File: src/rtl/bsad_pkg.sv
package bsad_pkg;

    localparam int LANE_W = 128;
    localparam int SB_W   = 64;
    localparam int WORD_W = 16;
    localparam int BYTE_W = 8;
    localparam int DW_W   = 32;

    typedef logic [BYTE_W-1:0] byte_t;
    typedef logic [WORD_W-1:0] word_t;

    typedef enum logic [1:0] {
        POL_WRITE = 2'd0,
        POL_KEEP  = 2'd1,
        POL_CLEAR = 2'd2
    } fill_pol_e;

    function automatic byte_t abs_diff(input byte_t a, input byte_t b);
        return (a > b) ? byte_t'(a - b) : byte_t'(b - a);
    endfunction

    function automatic word_t quad_sad(input logic [DW_W-1:0] r, input logic [DW_W-1:0] c);
        word_t acc;
        acc = '0;
        for (int j = 0; j < 4; j++) begin
            acc = acc + word_t'(abs_diff(r[BYTE_W*j +: BYTE_W], c[BYTE_W*j +: BYTE_W]));
        end
        return acc;
    endfunction

    function automatic fill_pol_e pick_policy(input logic en, input logic zf, input logic bit_on);
        if (!en || bit_on) return POL_WRITE;
        return zf ? POL_CLEAR : POL_KEEP;
    endfunction

endpackage

File: src/rtl/lane_shuffler.sv
module lane_shuffler
    import bsad_pkg::*;
(
    input  logic [LANE_W-1:0] lane_in,
    input  logic [7:0]        sel,
    output logic [LANE_W-1:0] lane_out
);
    localparam int NDW = LANE_W / DW_W;

    for (genvar p = 0; p < NDW; p++) begin : g_dw
        logic [1:0] code;
        assign code = sel[2*p +: 2];
        always_comb begin
            lane_out[DW_W*p +: DW_W] = lane_in[DW_W*code +: DW_W];
        end
    end
endmodule

File: src/rtl/superblock_sad.sv
module superblock_sad
    import bsad_pkg::*;
(
    input  logic [SB_W-1:0] ref_sb,
    input  logic [SB_W-1:0] shuf_sb,
    output logic [SB_W-1:0] sad_sb
);
    for (genvar k = 0; k < 4; k++) begin : g_win
        localparam int REF_LO = (k < 2) ? 0 : DW_W;
        localparam int WIN_LO = BYTE_W * k;
        assign sad_sb[WORD_W*k +: WORD_W] =
            quad_sad(ref_sb[REF_LO +: DW_W], shuf_sb[WIN_LO +: DW_W]);
    end
endmodule

File: src/rtl/word_masker.sv
module word_masker
    import bsad_pkg::*;
#(
    parameter int N_WORDS = 16
) (
    input  logic [N_WORDS*WORD_W-1:0] calc,
    input  logic [N_WORDS*WORD_W-1:0] prior,
    input  logic [N_WORDS-1:0]        wmask,
    input  logic                      mask_en,
    input  logic                      zero_fill,
    output logic [N_WORDS*WORD_W-1:0] merged
);
    for (genvar w = 0; w < N_WORDS; w++) begin : g_word
        fill_pol_e pol;
        assign pol = pick_policy(mask_en, zero_fill, wmask[w]);
        always_comb begin
            unique case (pol)
                POL_WRITE: merged[WORD_W*w +: WORD_W] = calc[WORD_W*w +: WORD_W];
                POL_KEEP:  merged[WORD_W*w +: WORD_W] = prior[WORD_W*w +: WORD_W];
                default:   merged[WORD_W*w +: WORD_W] = '0;
            endcase
        end
    end
endmodule

File: src/rtl/block_sad_engine.sv
module block_sad_engine
    import bsad_pkg::*;
#(
    parameter int VEC_W = 256,
    parameter int MAX_W = 512,
    localparam int N_WORDS = VEC_W / WORD_W
) (
    input  logic               clk,
    input  logic               rst,
    input  logic               in_valid,
    input  logic [VEC_W-1:0]   ref_vec,
    input  logic [VEC_W-1:0]   cand_vec,
    input  logic [7:0]         shuf_ctl,
    input  logic               mask_en,
    input  logic               zero_fill,
    input  logic [N_WORDS-1:0] wmask,
    input  logic [VEC_W-1:0]   prior_dst,
    output logic               out_valid,
    output logic [MAX_W-1:0]   result
);
    localparam int N_LANES = VEC_W / LANE_W;
    localparam int N_SB    = VEC_W / SB_W;

    logic [VEC_W-1:0] shuf_vec;
    logic [VEC_W-1:0] sad_vec;
    logic [VEC_W-1:0] masked_vec;
    logic [VEC_W-1:0] res_q;
    logic             vld_q;

    for (genvar l = 0; l < N_LANES; l++) begin : g_lane
        lane_shuffler u_shuf (
            .lane_in  (cand_vec[LANE_W*l +: LANE_W]),
            .sel      (shuf_ctl),
            .lane_out (shuf_vec[LANE_W*l +: LANE_W])
        );
    end

    for (genvar s = 0; s < N_SB; s++) begin : g_sb
        superblock_sad u_sad (
            .ref_sb  (ref_vec[SB_W*s +: SB_W]),
            .shuf_sb (shuf_vec[SB_W*s +: SB_W]),
            .sad_sb  (sad_vec[SB_W*s +: SB_W])
        );
    end

    word_masker #(.N_WORDS(N_WORDS)) u_mask (
        .calc      (sad_vec),
        .prior     (prior_dst),
        .wmask     (wmask),
        .mask_en   (mask_en),
        .zero_fill (zero_fill),
        .merged    (masked_vec)
    );

    always_ff @(posedge clk) begin
        if (rst) begin
            vld_q <= 1'b0;
            res_q <= '0;
        end else begin
            vld_q <= in_valid;
            if (in_valid) res_q <= masked_vec;
        end
    end

    assign out_valid = vld_q;

    if (VEC_W < MAX_W) begin : g_pad
        assign result = {{(MAX_W-VEC_W){1'b0}}, res_q};
    end else begin : g_nopad
        assign result = res_q;
    end
endmodule

File: config.mk
export PLATFORM = sky130hd
export DESIGN_NAME = block_sad_engine
export DESIGN_NICKNAME = d
export VERILOG_FILES = /design/src/rtl/bsad_pkg.sv /design/src/rtl/lane_shuffler.sv /design/src/rtl/superblock_sad.sv /design/src/rtl/word_masker.sv /design/src/rtl/block_sad_engine.sv
export SDC_FILE = /design/constraint.sdc
export NUM_CORES = 2
export LEC_CHECK = 0
export ABC_AREA = 1
export BUFFER_PORTS_ARGS = -buffer_cell sky130_fd_sc_hd__buf_2
export CORE_AREA = 4 4 512 514
export DETAILED_ROUTE_END_ITERATION = 16
export DIE_AREA = 0 0 516 518
export PLACE_DENSITY = 0.56
export SYNTH_ARGS = -nofsm -noshare
export SYNTH_HDL_FRONTEND = slang
export SYNTH_SLANG_ARGS = --single-unit
export TNS_END_PERCENT = 20
File: constraint.sdc
create_clock -name clk -period 6.3 [get_ports clk]
set_input_delay 1.575 -clock clk [delete_from_list [all_inputs] [get_ports clk]]
set_output_delay 1.575 -clock clk [all_outputs]
set_load 0.02 [all_outputs]
==> flow_summary.toml <==
[critical_path]
crit_type = "in2reg"
reg2reg_depth = 2
startpoint_type = "primary input"
arrival_ns = 6.68
r2r_end = "res_q[8]"
critical_path.slowest_cell = "fa_1"
critPathCaptureType = "register"
crit_fanout = 24
r2r-start = "res_q[8]"
crit_required_ns = 6.91
critPathMaxStageDelay_ns = 0.47
cp_common_cell = "nand2_1"
r2r_slack_ns = 5.38

[timing]
period_minus_slack_ns = 6.07
tightest_slew_ns = 1.09
drv_slew = 0
min_period_over_period_pct = 96.3
fmax_mhz = 165
max_slew_margin_pct = 27.4
hold_viol_final = 0
clock_skew_ns = 0
tns_ns = 0
timing.hold.ws_ns = 0.522
rsz0062_at_grt = "true"
setup_viol = 0
layout_setup_ws_ns = 0.230

[power]
power.density_mw_per_mm2 = 404
max-vdd-ir-drop_v = 0.000465
leakage_nw = 66.7

[yosys]
yosys_warnings = 0
synth_area_leader_cell = "nand2_1"
ys.flop_type = "dfxtp_1"
synth.avg_cell_area_um2 = 5.76
syn_area_mm2 = 0.0860
synth.area.top_cells = "nand2_1 22%, ha_1 18%, inv_1 12%, fa_1 6.7%, a21oi_1 6.3%"
ys_types = 41
async_reset_ff_share_pct = 0
synthCells = 14923
synth.most_common_cell = "nand2_1"
synth_commonest_cells = "4978 x nand2_1, 2720 x inv_1, 1217 x ha_1, 1076 x a21oi_1, 993 x nor2_1"
synth-seq-cells = 257
yosysTopAreaCellShare_pct = 21.7
yosysSeqAreaShare_pct = 5.98
synth_edf_count = 0

[floorplanning]
initial_core_util_pct = 33.5
row_count = 186
die_height_um = 518
die_area_mm2 = 0.267
io-pin-count = 1310
core_area_mm2 = 0.257
die_w_um = 516

[grt]
grt_pass1_wl_mm = 645
grt-ovfl-total = 0
grt_usage_pct = 32.5
first_global_vias = 96179
grt_max_degree = 173
antenna_found_initial = 160

[routing]
routed_wl_mm = 457
wire_per_inst_um = 21.4
vias = 103687
via_per_inst = 4.85
drtAntennaViolNets = 0
first_pass_iters = 9
drt_iter0_drc = 8386
drc = 0

[place]
pre_cts_slack_ns = -0.594
place_congestion = 1.02
dp_hpwl_mm = 405
port_buffers = 1053

[clock_tree]
ctsRootBufferMaster = "clkbuf_16"
htree_levels = 2
cts_num_sinks = 257
clk_path_buf_depth = 3
cts.hold.buffers_added = 0
cts.clk_slew.worst_paths_ns = 0.06
cts_tree = "done"
clkLatencyLatePin_ns = 0.68
numCtsBuffers = 40

[cells_and_area]
nFillCells = 28170
area_growth_syn_to_layout_pct = 30.9
layout-drive-gt1-share_pct = 20.9
fin_nets = 20142

[flow_run]
cap_violations = 0

[worst_hold_path]
min_from = "res_q[212]"
worstHoldPathType = "reg2reg"
hold_end = "res_q[212]"
hold_depth = 2

[status]
status = "finished, final reports clean"
[state kept, by name, summed over array words and instances (netlist names)]
signal	cells
out_valid	1
res_q	256
[cell type report]
cell class	count	area, um2	area share, %
multi-input combinational	11496	68000	60.4
clock buffer	54	1130	1.01
tap	3384	4230	3.76
clock inverter	19	250	0.222
timing repair inverter	1	8.76	0.00778
inverter	2809	10600	9.43
timing repair buffer	3235	22900	20.3
sequential	257	5140	4.57
antenna	108	270	0.240
[power by group]
part           switching (mW)  internal (mW)
clock                    1.10           1.41
sequential              0.237           2.07
combinational            23.1           17.6
[worst max-delay path, delay by kind of cell]
family	cells	cell delay, ns
buf+inv	11	1.37
simple gates	11	1.24
fa+ha+maj	4	1.40
compound gates	4	0.87
xor+xnor	1	0.18
[per-stage QoR]
stage | cells | area [um2] | total power [mW] | util (%)
after floorplan | 15178 | 87000 | 27.0 | -
after global placement | 21173 | 110000 | 42.1 | 43.0
after detailed placement | 21173 | 110000 | 42.2 | 43.0
after CTS | 21246 | 112000 | 45.0 | 43.5
after global routing | 21316 | 112000 | 50.6 | 43.8
final | 21363 | 113000 | 45.5 | 43.8
[metal layers]
| metal | part of all wire (%) | global-route usage (%) | wire length [um] | vias up |
|---|---|---|---|---|
| li1 | - | - | - | 52043 |
| met5 | 0.070 | 0 | 321 | - |
| met4 | 6.8 | 18.9 | 31000 | 48 |
| met3 | 7.3 | 5.83 | 33400 | 765 |
| met2 | 44 | 51.5 | 199000 | 3632 |
| met1 | 42 | 41.2 | 193000 | 47199 |
[placed cells by master, fill, tap and decap left out, types with 68 or more instances in the layout]
cell type,instances
nand2_1,4977
inv_1,2718
buf_4,2081
ha_1,1211
a21oi_1,1054
buf_2,1046
nor2_1,991
nand3_1,646
o21ai_0,505
xor2_1,334
nand4_1,317
fa_1,287
dfxtp_1,257
conb_1,256
a32oi_1,149
xnor2_1,133
diode_2,108
buf_12,92
nand2_2,81
o21ai_2,71
o21a_1,68
[cell families (layout without fill, tap and decap cells)]
logic type               count (synthesis)  count (layout)  share of synthesized area, %
AO/OA/AOI/OAI                         2059            2059                          13.7
XOR/XNOR                               471             471                          4.80
adder cells (fa/ha/maj)               1505            1505                          24.4
buffers and inverters                 3425            6118                          16.8
flip-flops                             257             257                          5.98
other                                    1             364                       0.00436
AND/OR/NAND/NOR                       7205            7205                          34.3
[worst max-delay path by stage]
stage | start | slack [ns] | cells after the start | to
6_report | shuf_ctl[0] | 0.23 | 31 | res_q[7]
5_1_grt | shuf_ctl[0] | -0.06 | 35 | res_q[24]
4_1_cts | shuf_ctl[1] | 0.14 | 30 | res_q[7]
3_5_place_dp | shuf_ctl[1] | -0.59 | 30 | res_q[7]
3_3_place_gp | shuf_ctl[1] | -0.58 | 32 | res_q[179]
2_1_floorplan | shuf_ctl[4] | -0.07 | 27 | res_q[245]
[repair_timing]
item | CTS | global route
resized for setup | 0 | 75
buffers inserted | 0 | 7
endpoints found under the setup margin | 0 | 70
Note: power is estimated with default switching activity, not from simulation.
